$ cat src/rtl/abl_pkg.sv
package abl_pkg;
  typedef enum logic [1:0] {
    MODE_CLEAR  = 2'd0,
    MODE_DECODE = 2'd1,
    MODE_WRITE  = 2'd2,
    MODE_HOLD   = 2'd3
  } abl_mode_e;
endpackage

$ cat src/rtl/abl_mode_dec.sv
module abl_mode_dec
  import abl_pkg::*;
(
  input  logic      clr_n,
  input  logic      wr_n,
  output abl_mode_e mode
);
  always_comb begin
    unique case ({clr_n, wr_n})
      2'b01:   mode = MODE_CLEAR;
      2'b00:   mode = MODE_DECODE;
      2'b10:   mode = MODE_WRITE;
      default: mode = MODE_HOLD;
    endcase
  end
endmodule

$ cat src/rtl/abl_onehot.sv
module abl_onehot #(
  parameter int SEL_W = 3,
  localparam int NUM_BITS = 1 << SEL_W
) (
  input  logic [SEL_W-1:0]    sel,
  output logic [NUM_BITS-1:0] hit
);
  for (genvar i = 0; i < NUM_BITS; i++) begin : g_hit
    assign hit[i] = (sel == SEL_W'(i));
  end

  // exactly one cell addressed for any select value
  always_comb begin
    a_r1_onehot_select: assert ($countones(hit) == 1)
      else $error("select decode not one-hot");
  end
endmodule

$ cat src/rtl/abl_cell.sv
module abl_cell
  import abl_pkg::*;
(
  input  logic      clk,
  input  abl_mode_e mode,
  input  logic      hit,
  input  logic      din,
  output logic      q
);
  logic q_r = 1'b0;
  logic q_nxt;

  always_comb begin
    unique case (mode)
      MODE_CLEAR:  q_nxt = 1'b0;
      MODE_DECODE: q_nxt = hit ? din : 1'b0;
      MODE_WRITE:  q_nxt = hit ? din : q_r;
      default:     q_nxt = q_r;
    endcase
  end

  always_ff @(posedge clk) q_r <= q_nxt;

  assign q = q_r;
endmodule

$ cat src/rtl/addr_bit_latch.sv
module addr_bit_latch
  import abl_pkg::*;
#(
  parameter int SEL_W = 3,
  localparam int NUM_BITS = 1 << SEL_W
) (
  input  logic                clk,
  input  logic                clr_n,
  input  logic                wr_n,
  input  logic                din,
  input  logic [SEL_W-1:0]    sel,
  output logic [NUM_BITS-1:0] q
);
  abl_mode_e           mode;
  logic [NUM_BITS-1:0] hit;

  abl_mode_dec u_mode (
    .clr_n (clr_n),
    .wr_n  (wr_n),
    .mode  (mode)
  );

  abl_onehot #(.SEL_W(SEL_W)) u_sel (
    .sel (sel),
    .hit (hit)
  );

  for (genvar i = 0; i < NUM_BITS; i++) begin : g_cell
    abl_cell u_cell (
      .clk  (clk),
      .mode (mode),
      .hit  (hit[i]),
      .din  (din),
      .q    (q[i])
    );
  end

  // Assertion arming: no check until one edge has passed
  logic armed = 1'b0;
  always_ff @(posedge clk) armed <= 1'b1;

  a_r2_clear_all: assert property (@(posedge clk) disable iff (!armed)
    (!clr_n && wr_n) |=> (q == '0));

  a_r3_decode: assert property (@(posedge clk) disable iff (!armed)
    (!clr_n && !wr_n) |=>
      (q == (NUM_BITS'($past(din)) << $past(sel))));

  a_r4_write_target: assert property (@(posedge clk) disable iff (!armed)
    (clr_n && !wr_n) |=> (q[$past(sel)] == $past(din)));

  a_r4_write_others: assert property (@(posedge clk) disable iff (!armed)
    (clr_n && !wr_n) |=>
      (((q ^ $past(q)) & ~(NUM_BITS'(1) << $past(sel))) == '0));

  a_r5_hold: assert property (@(posedge clk) disable iff (!armed)
    (clr_n && wr_n) |=> $stable(q));
endmodule

$ cat config.mk
export PLATFORM = sky130hd
export DESIGN_NAME = addr_bit_latch
export DESIGN_NICKNAME = d
export VERILOG_FILES = /design/src/rtl/abl_pkg.sv /design/src/rtl/abl_mode_dec.sv /design/src/rtl/abl_onehot.sv /design/src/rtl/abl_cell.sv /design/src/rtl/addr_bit_latch.sv
export SDC_FILE = /design/constraint.sdc
export NUM_CORES = 1
export LEC_CHECK = 0
export ABC_AREA = 1
export BUFFER_PORTS_ARGS = -buffer_cell sky130_fd_sc_hd__buf_2
export CAP_MARGIN = 20
export CORE_UTILIZATION = 35
export DETAILED_ROUTE_END_ITERATION = 16
export GPL_ROUTABILITY_DRIVEN = 0
export GPL_TIMING_DRIVEN = 0
export PLACE_DENSITY = 0.61
export SETUP_SLACK_MARGIN = 0.2
export SYNTH_ARGS = -nofsm -noshare
export SYNTH_HDL_FRONTEND = slang
export SYNTH_HIERARCHICAL = 1
export SYNTH_SLANG_ARGS = --single-unit
$ cat constraint.sdc
create_clock -name clk -period 1.8 [get_ports clk]
set_input_delay 0.09 -clock clk [delete_from_list [all_inputs] [get_ports clk]]
set_output_delay 0.09 -clock clk [all_outputs]
set_load 0.02 [all_outputs]
==> impl_metrics.env <==
export IMPL_worstPathArrival_ns=1.34
export IMPL_area_growth_pct=14.3
export IMPL_ir_worst_vdd_uv=278
export IMPL_place_hpwl_mm=1.15
export IMPL_tritoncts="done"
export IMPL_cts_resized_gates=2
export IMPL_wl_mm=1.47
export IMPL_criticalPathCategory="primary input to flip-flop"
export IMPL_numCtsBuffers=3
export IMPL_crit_chain="buf_2 -> inv_1 -> ha_2 -> inv_1 -> ha_1 -> inv_2 -> nor2_1 -> nor2_1"
export IMPL_vias=745
export IMPL_final_common_cell="inv_1"
export IMPL_ant_nets=0
export IMPL_core_um2=2520
export IMPL_maxCapViolCount=0
export IMPL_setup_viol=0
export IMPL_drive_gt1_share_pct=25.4
export IMPL_power_density_nw_per_um2=591
export IMPL_final_min_clock_period_ns=1.38
export IMPL_antenna_found_initial=0
export IMPL_die_area_um2=2920
export IMPL_syn_inst=125
export IMPL_rsz0062_at_grt="no"
export IMPL_clkSlewWorstSetupHoldPaths_ns=0.06
export IMPL_ioPinCount=15
export IMPL_syn_avg_cell_area_um2=7.58
export IMPL_status="finished clean"
export IMPL_worstHoldPathCells=3
export IMPL_hold_viol=0
export IMPL_grt_pass1_wl_mm=2.54
export IMPL_tns_ns=0
export IMPL_cp_slowest_cell="ha_2"
export IMPL_worstHoldStart="din"
export IMPL_critical_path_required_ns=1.76
export IMPL_synth_area_top_cells="ha_1, edfxtp_1, inv_1"
export IMPL_htree_levels=1
export IMPL_fmax_ghz=0.723
export IMPL_cpPeakStageDelay_ns=0.61
export IMPL_synth_seq_cells=8
export IMPL_drt_first_pass_iters=5
export IMPL_hold_path_class="primary input to flip-flop"
export IMPL_grt_pass1_vias=648
export IMPL_yosysTopAreaCellShare_pct=34.3
export IMPL_crit_fanout=24
export IMPL_die_h_um=54.0
export IMPL_cts_root_buffer="clkbuf_4"
export IMPL_worst_pin_slew_ns=0.456
export IMPL_rows=18
export IMPL_relSlewSlack_pct=69.5
export IMPL_die_w_um=54.0
export IMPL_remaining_drc_errors=0
export IMPL_cts_buffer_depth=2
export IMPL_wl_per_cell_um=8.53
export IMPL_yosysSeqAreaShare_pct=25.4
export IMPL_nets=177
export IMPL_yosys_warnings=6
export IMPL_drt_iter0_drc=9
export IMPL_grt_max_degree=25
export IMPL_synth_top_area_cell="ha_1"
export IMPL_cts_hold_buffers=0
export IMPL_endpoint_kind="flip-flop"
export IMPL_viasPerCell=4.33
export IMPL_total_power_uw=639
export IMPL_crit_path_start="wr_n"
export IMPL_final_cell_mix="inv_1, ha_1, nor2_1"
export IMPL_io_buffers=14
export IMPL_post_cts_setup_buffers=0
export IMPL_netlist_area_um2=947
export IMPL_track_usage_pct=12.4
export IMPL_p_leak_nw=0.618
export IMPL_synth_cell_type_count=7
export IMPL_clock_sink_count=8
export IMPL_syn_nets=158
export IMPL_nFillCells=281
export IMPL_n_antenna_cell=0
export IMPL_grt_overflow=0
export IMPL_initial_utilization_pct=37.5
export IMPL_min_period_over_period_pct=76.8
export IMPL_final_max_slew_viol_count=0
export IMPL_cp_start_kind="primary input"
export IMPL_largest_register_ffs=8
-- logic make-up (layout without fill, tap and decap cells) --
group                      count (synthesis)  in the layout  synth area share (%)
and+or+nand+nor                           45             45                  17.8
adders and majority gates                 26             26                  34.3
DFF                                        8              8                  25.4
AOI/OAI and AO/OA                          8              8                  7.40
buffers and inverters                     38             55                  15.1
-- per-layer routing --
| layer | GRT usage, % | share of wire (%) |
|---|---|---|
| met2 | 23.3 | 53 |
| met3 | 2.82 | 4.4 |
| met1 | 11.6 | 41 |
| met4 | 8.97 | 1.8 |
| met5 | 0 | 0 |
-- cell type report --
class	instances	area (um^2)	area share, %
tap	30	37.5	3.47
multi-input combinational	79	569	52.6
inverter	38	143	13.2
timing repair buffer	14	70.1	6.47
sequential	8	240	22.2
clock buffer	3	22.5	2.08
-- path summary, 6_finish.rpt --
path | to | slack (ns)
max | g_cell[4].u_cell/q | 0.42
min | g_cell[7].u_cell/q | 0.28
-- worst max-delay path: cells and delay by family --
family,cells,cell delay (ns)
buffers and inverters,4,0.29
adders and majority gates,2,0.83
and+or+nand+nor,2,0.14
-- synth_stat cells --
cell and instances:
a21oi_2 8, edfxtp_1 8, ha_1 26, inv_1 29, inv_2 9, nand2_1 21, nor2_1 24
-- per-stage QoR --
stage	instance area (um^2)	util, %	std cells	worst slack [ns]	hold slack, ns
2_1_floorplan	947	-	125	0.253	0.329
3_3_place_gp	1050	41.8	169	-0.0243	0.532
3_5_place_dp	1050	41.8	169	-0.0953	0.534
4_1_cts	1080	42.9	172	0.406	0.274
5_1_grt	1080	42.9	172	0.298	0.282
6_report	1080	42.9	172	0.417	0.278
-- report_power, final --
group | switching (mW) | internal [mW] | leakage (nW)
sequential | 0.00578 | 0.241 | 0.0816
combinational | 0.167 | 0.0836 | 0.523
clock | 0.0653 | 0.0766 | 0.0138
Power figures use the tool's default switching activity.
